File: src/rtl/chfault_pkg.sv
package chfault_pkg;

    localparam int STAT_W  = 12;
    localparam int RADDR_W = 3;

    // Flags arriving from the FIFO and pipeline of one channel
    typedef struct packed {
        logic               fir_ovf;
        logic               fir_unf;
        logic               fifo_ovf;
        logic               fifo_unf;
        logic               aempty;
        logic               empty;
        logic [RADDR_W-1:0] raddr;
    } chan_flags_t;

    // Captured status word, MSB first (bit 11 down to bit 0)
    typedef struct packed {
        logic               flushed;   // 11
        logic               fir_ovf;   // 10
        logic               fir_unf;   // 9
        logic               fifo_ovf;  // 8
        logic               fifo_unf;  // 7
        logic [RADDR_W-1:0] raddr;     // 6:4
        logic               offline;   // 3
        logic               aempty;    // 2
        logic               empty;     // 1
        logic               rsvd;      // 0
    } chan_stat_t;

    function automatic chan_stat_t pack_status(chan_flags_t f, logic offline,
                                               logic flushed, logic [RADDR_W-1:0] eff_addr);
        chan_stat_t s;
        s.flushed  = flushed;
        s.fir_ovf  = f.fir_ovf;
        s.fir_unf  = f.fir_unf;
        s.fifo_ovf = f.fifo_ovf;
        s.fifo_unf = f.fifo_unf;
        s.raddr    = eff_addr;
        s.offline  = offline;
        s.aempty   = f.aempty;
        s.empty    = f.empty;
        s.rsvd     = 1'b0;
        return s;
    endfunction

    // Error bits that feed the sticky channel fault
    function automatic logic stat_is_fault(chan_stat_t s);
        return s.fir_ovf | s.fir_unf | s.fifo_ovf | s.fifo_unf | s.offline;
    endfunction

endpackage

File: src/rtl/chfault_flush_timer.sv
module chfault_flush_timer #(
    parameter int FLUSH_LEN = 24
) (
    input  logic clk,
    input  logic rst,
    input  logic clr,
    input  logic run,
    input  logic tick,
    output logic done
);
    localparam int CNT_W = $clog2(FLUSH_LEN + 1);
    localparam logic [CNT_W-1:0] LIMIT = CNT_W'(FLUSH_LEN);

    logic [CNT_W-1:0] cnt_q;

    always_ff @(posedge clk) begin
        if (rst || clr) begin
            cnt_q <= '0;
        end else if (run && tick && (cnt_q != LIMIT)) begin
            cnt_q <= cnt_q + 1'b1;
        end
    end

    assign done = (cnt_q == LIMIT);
endmodule

File: src/rtl/chfault_sticky_bank.sv
module chfault_sticky_bank #(
    parameter int W = 4
) (
    input  logic         clk,
    input  logic         rst,
    input  logic [W-1:0] set,
    input  logic         clr,
    output logic [W-1:0] q
);
    logic [W-1:0] q_r;

    // A new cause at the clearing edge survives the clear
    always_ff @(posedge clk) begin
        if (rst) begin
            q_r <= '0;
        end else begin
            q_r <= (clr ? '0 : q_r) | set;
        end
    end

    assign q = q_r;
endmodule

File: src/rtl/chfault_chan.sv
module chfault_chan
    import chfault_pkg::*;
#(
    parameter int FLUSH_LEN = 24
) (
    input  logic               clk,
    input  logic               rst,
    input  logic               ch_rst,
    input  logic               sample_en,
    input  logic               halt_dis,
    input  chan_flags_t        flags,
    output logic [RADDR_W-1:0] raddr_out,
    output chan_stat_t         stat_out,
    output logic               fault_evt
);
    logic       offline_q;
    logic       flushed;
    chan_stat_t stat_q;

    always_ff @(posedge clk) begin
        if (rst || ch_rst) begin
            offline_q <= 1'b0;
        end else if (flags.fifo_ovf && !halt_dis) begin
            offline_q <= 1'b1;
        end
    end

    chfault_flush_timer #(.FLUSH_LEN(FLUSH_LEN)) timer_i (
        .clk  (clk),
        .rst  (rst),
        .clr  (ch_rst),
        .run  (offline_q),
        .tick (sample_en),
        .done (flushed)
    );

    assign raddr_out = offline_q ? '0 : flags.raddr;

    always_ff @(posedge clk) begin
        if (rst || ch_rst) begin
            stat_q <= '0;
        end else begin
            stat_q <= pack_status(flags, offline_q, flushed, raddr_out);
        end
    end

    assign stat_out  = stat_q;
    assign fault_evt = stat_is_fault(stat_q);
endmodule

File: src/rtl/chfault_top.sv
module chfault_top
    import chfault_pkg::*;
#(
    parameter int NUM_CH    = 4,
    parameter int NUM_SUM   = 4,
    parameter int TOP_W     = 16,
    parameter int FLUSH_LEN = 24
) (
    input  logic                      clk,
    input  logic                      rst,
    input  logic                      sample_en,
    input  logic                      ovf_halt_dis,
    input  logic [NUM_CH-1:0]         ch_rst,
    input  logic [NUM_CH-1:0]         fir_ovf,
    input  logic [NUM_CH-1:0]         fir_unf,
    input  logic [NUM_CH-1:0]         fifo_ovf,
    input  logic [NUM_CH-1:0]         fifo_unf,
    input  logic [NUM_CH-1:0]         fifo_aempty,
    input  logic [NUM_CH-1:0]         fifo_empty,
    input  logic [NUM_CH*RADDR_W-1:0] fifo_raddr_in,
    input  logic [NUM_SUM-1:0]        sum_sat,
    input  logic                      top_wr,
    output logic [NUM_CH*RADDR_W-1:0] fifo_raddr_out,
    output logic [NUM_CH*STAT_W-1:0]  chan_status,
    output logic [TOP_W-1:0]          top_status
);
    localparam int FAULT_LSB = TOP_W - NUM_CH;

    logic [NUM_CH-1:0]  fault_evt;
    logic [NUM_CH-1:0]  fault_q;
    logic [NUM_SUM-1:0] sat_q;

    for (genvar c = 0; c < NUM_CH; c++) begin : g_chan
        chan_flags_t fl;
        chan_stat_t  st;

        assign fl.fir_ovf  = fir_ovf[c];
        assign fl.fir_unf  = fir_unf[c];
        assign fl.fifo_ovf = fifo_ovf[c];
        assign fl.fifo_unf = fifo_unf[c];
        assign fl.aempty   = fifo_aempty[c];
        assign fl.empty    = fifo_empty[c];
        assign fl.raddr    = fifo_raddr_in[c*RADDR_W +: RADDR_W];

        chfault_chan #(.FLUSH_LEN(FLUSH_LEN)) chan_i (
            .clk       (clk),
            .rst       (rst),
            .ch_rst    (ch_rst[c]),
            .sample_en (sample_en),
            .halt_dis  (ovf_halt_dis),
            .flags     (fl),
            .raddr_out (fifo_raddr_out[c*RADDR_W +: RADDR_W]),
            .stat_out  (st),
            .fault_evt (fault_evt[c])
        );

        assign chan_status[c*STAT_W +: STAT_W] = st;
    end

    chfault_sticky_bank #(.W(NUM_CH)) fault_bank_i (
        .clk (clk),
        .rst (rst),
        .set (fault_evt),
        .clr (top_wr),
        .q   (fault_q)
    );

    chfault_sticky_bank #(.W(NUM_SUM)) sat_bank_i (
        .clk (clk),
        .rst (rst),
        .set (sum_sat),
        .clr (top_wr),
        .q   (sat_q)
    );

    always_comb begin
        top_status = '0;
        top_status[FAULT_LSB +: NUM_CH] = fault_q;
        top_status[NUM_SUM-1:0]         = sat_q;
    end
endmodule

File: config.mk
export PLATFORM = sky130hd
export DESIGN_NAME = chfault_top
export DESIGN_NICKNAME = d
export VERILOG_FILES = /design/src/rtl/chfault_pkg.sv /design/src/rtl/chfault_flush_timer.sv /design/src/rtl/chfault_sticky_bank.sv /design/src/rtl/chfault_chan.sv /design/src/rtl/chfault_top.sv
export SDC_FILE = /design/constraint.sdc
export NUM_CORES = 1
export LEC_CHECK = 0
export ABC_AREA = 1
export BUFFER_PORTS_ARGS = -buffer_cell sky130_fd_sc_hd__buf_2
export CAP_MARGIN = 30
export CORE_MARGIN = 8
export CORE_UTILIZATION = 51
export CTS_CLUSTER_DIAMETER = 100
export DETAILED_ROUTE_END_ITERATION = 10
export GPL_TIMING_DRIVEN = 0
export PLACE_DENSITY = 0.85
export SLEW_MARGIN = 15
export SYNTH_ARGS = -nofsm -noshare
export SYNTH_HDL_FRONTEND = slang
export SYNTH_SLANG_ARGS = --single-unit
File: constraint.sdc
create_clock -name clk -period 3.2 [get_ports clk]
set_clock_uncertainty 0.15 [all_clocks]
set_input_delay 0.8 -clock clk [delete_from_list [all_inputs] [get_ports clk]]
set_output_delay 0.8 -clock clk [all_outputs]
set_load 0.01 [all_outputs]
==> run summary <==
The shortest period the worst path allows is 2.09 ns. The max-capacitance violation count is 0. At the later pin of the worst-skew pair, clock insertion delay measures 0.33 ns. The internal power consumption came out at 1380 uW. The final number of max-transition violations came out at 0. In the synthesized netlist the dominant register cell turns out to be dfxtp_1. The area overhead of the layout relative to synthesis is 28.2%. The critical path data arrival time came out at 1.14 ns. The number of enable flip-flop cells after synthesis came out at 0. Global routing finished with a remaining overflow of 0. Summing every instance area after synthesis gives 3060 um^2.

The worst IR drop on VDD came out at 269 uV. The required time at the endpoint of the critical path came out at 2.25 ns. The site row count came out at 28.

The total leakage power came out at 0.00208 uW. Ranked by instance count, the synthesized netlist is headed by 80 x nor2_1, 76 x dfxtp_1, 72 x inv_1. The number of global-route vias before repair came out at 2,799.

In this run the post-CTS setup repair buffer count came out at 0. The setup slack of the worst register-to-register path came out at 1.69 ns. The worst setup path is captured at an output port. The critical path contains buffers and inverters numbering 3 combined. The count of different cell masters after synthesis is 20.

The largest net degree at the start of global routing came out at 12. The combinational share of power is 10.4%. The longest clock path from root to sink contains 2 buffers. Walking the worst path, the cells encountered are buf_2 -> inv_1 -> nor2_1 -> buf_2. The total inserted antenna cells came out at 0.

For this run, the top clock speed supported by timing is 0.479 GHz. The total number of clock tree sinks is 76. The top-level I/O count is 125. The maximum fanout encountered on the critical timing path is 2. The total wirelength of the detailed-routed design is 7130 um. The async set-reset flop share out of synthesis came out at 0%.

The number of antenna violations at the first check in global routing came to 0. The die footprint is 8740 um^2. The cell occurring most often along the worst timing path is buf_2. The synthesis-stage register bit count came out at 76. Setup repair after global routing left no endpoint under its margin. Routability-driven placement finished with a final weighted congestion of 0.830. Counting the fill cells in the layout gives 522. The overall track demand over capacity in global routing came out at 16.5%. The final-report setup violation count is 0. The iteration count of the initial detailed-routing pass is 4.

The sum of negative setup slack came out at 0 ns. The largest area contributor in the netlist is dfxtp_1. The post-CTS clock slew at the launch and capture registers of the worst setup and hold paths is 0.07 ns. The slowest stage of the critical path is the buf_2 cell. Once layout is complete, the utilization of the core stands at 67.1%. In this run, CTS created clock tree buffers numbering 9. The post-route fraction of the period consumed by the critical path is 65.3%. In the post-synthesis netlist, the cell with the most instances is nor2_1. The vias after detailed routing is 2,740. Sorting the synthesized cells by area gives the leading types as dfxtp_1 50%, nor2_1 9.8%, inv_1 8.8%. The path class of the tightest hold or removal check is reg2reg. The number of synthesis warnings is 0. The chip width came out at 93.5 um. The sequential standard cell area came out at 1520 um^2. The final hold violation count is 0. For this design the total switching power over the nets is 428 uW.

The multi-input combinational cells in the finished layout cover a total of 1110 um^2. The starting density of the core is 52.4%. The worst setup path is of the in2out kind. The worst setup path is launched from an input pin. The post-cts gate resize count came out at 0. The peak per-stage delay on the critical path came out at 0.14 ns. The number of nets in the final layout is 598. The mean number of vias per cell came out at 4.42.

The wire length per cell is 11.5 um. The antenna violation net count after detailed routing is 0. The first global-routing pass estimated 11,900 um of wire. For this design the ratio of total power to cell area is 459 nW/um^2. The number of port buffers came out at 112. In this design, the largest share of critical-path delay is due to buffers and inverters. The initial DRC count came out at 48. TritonCTS built the clock tree. The relative contribution of sequential cells to total power is 54.7%. The half-perimeter wire length after detailed placement is 5730 um. The share of synthesized area occupied by flip-flops and latches came out at 49.7%.

The core box area is 5850 um^2. The share of total power consumed by net switching is 23.8%. The share of post-route cells with drive strength above 1 came out at 30.3%. For this design, the CTS-stage hold fixing added 0 buffers. The mean post-synth cell area came out at 7.53 um^2. The clock network power share came out at 34.9%.

The depth of the CTS H-tree is 3. The flow ran to the end, and the final reports show no timing, DRC or antenna violations. Clock tree synthesis selected as its root buffer the cell clkbuf_8.

The post-synthesis instance total came out at 407. The DRC violation count after routing is 0. From bottom edge to top edge, the die measures 93.5 um. The portion of synthesized cell area occupied by the leading cell type came out at 49.7%.
[layout by cell type (no fill, tap or decap), drive strengths merged]
cell / instances
nand4: 7
a31oi: 5
a21oi: 20
conb: 12
inv: 77
clkinv: 2
nor2: 84
clkbuf: 13
nor3: 16
xor2: 1
o21ai: 7
nand2: 71
nand3: 11
ha: 8
dfxtp: 76
buf: 135
[final cells by class]
type	count	share of cell area (%)
multi-input combinational	242	28.4
clock buffer	13	4.05
clock inverter	2	0.255
timing repair buffer	112	14.3
inverter	77	7.36
sequential	76	38.7
tap	75	2.39
buffer	23	4.56
[cells by family after synthesis]
group | count (synthesis) | synth area share, %
AO/OA/AOI/OAI | 32 | 5.80
XOR/XNOR | 1 | 0.286
AND/OR/NAND/NOR | 189 | 25.6
other | 1 | 0.122
buffers and inverters | 100 | 15.3
flip-flops | 76 | 49.7
adder cells (fa/ha/maj) | 8 | 3.27
[per-stage QoR]
stage / area (um^2) / worst slack [ns] / hold slack (ns) / total power [uW] / instances
floorplan: 3100 / 1.26 / 0.309 / 1110 / 418
global placement: 3760 / 1.12 / 0.309 / 1190 / 605
detailed placement: 3760 / 1.11 / 0.324 / 1200 / 605
CTS: 3930 / 1.11 / 0.338 / 1820 / 620
global route: 3930 / 1.06 / 0.366 / 1890 / 620
finish: 3930 / 1.11 / 0.336 / 1800 / 620
[registers in the layout (all words and copies together), names as in the netlist]
register,cells
g_chan.chan_i.stat_out,44
g_chan.chan_i.timer_i.cnt_q,20
fault_bank_i.q,4
g_chan.chan_i.offline_q,4
sat_bank_i.q,4
[worst min-delay path: cells and delay by family (launching register included)]
kind | cells | cell delay, ns
simple gates | 1 | 0.06
flops | 1 | 0.31
compound gates | 1 | 0.07
[power groups by stage]
| stage | sequential (uW) | combinational (uW) | clock (uW) |
|---|---|---|---|
| after floorplan | 1020 | 87.9 | 0 |
| after global routing | 991 | 209 | 690 |
| after detailed placement | 1010 | 188 | 0 |
| final | 987 | 187 | 630 |
| after global placement | 1010 | 184 | 0 |
| after CTS | 987 | 189 | 643 |
[path summary, 6_finish.rpt]
kind / from / endpoint / cells after the start
worst min-delay path: fault_bank_i.q[3] / fault_bank_i.q[3] / 2
worst min register to register: fault_bank_i.q[3] / fault_bank_i.q[3] / 2
worst max-delay path: fifo_raddr_in[11] / fifo_raddr_out[11] / 4
worst max register to register: g_chan[3].chan_i.timer_i.cnt_q[0] / g_chan[3].chan_i.timer_i.cnt_q[0] / 7
[per-layer routing]
| metal | share of wire (%) | GRT usage, % |
|---|---|---|
| met1 | 41 | 17.7 |
| met2 | 48 | 29.8 |
| met3 | 9.0 | 4.49 |
| met4 | 1.3 | 6.58 |
| met5 | 0 | 0 |
No activity file was read; power rests on OpenSTA's default activity.
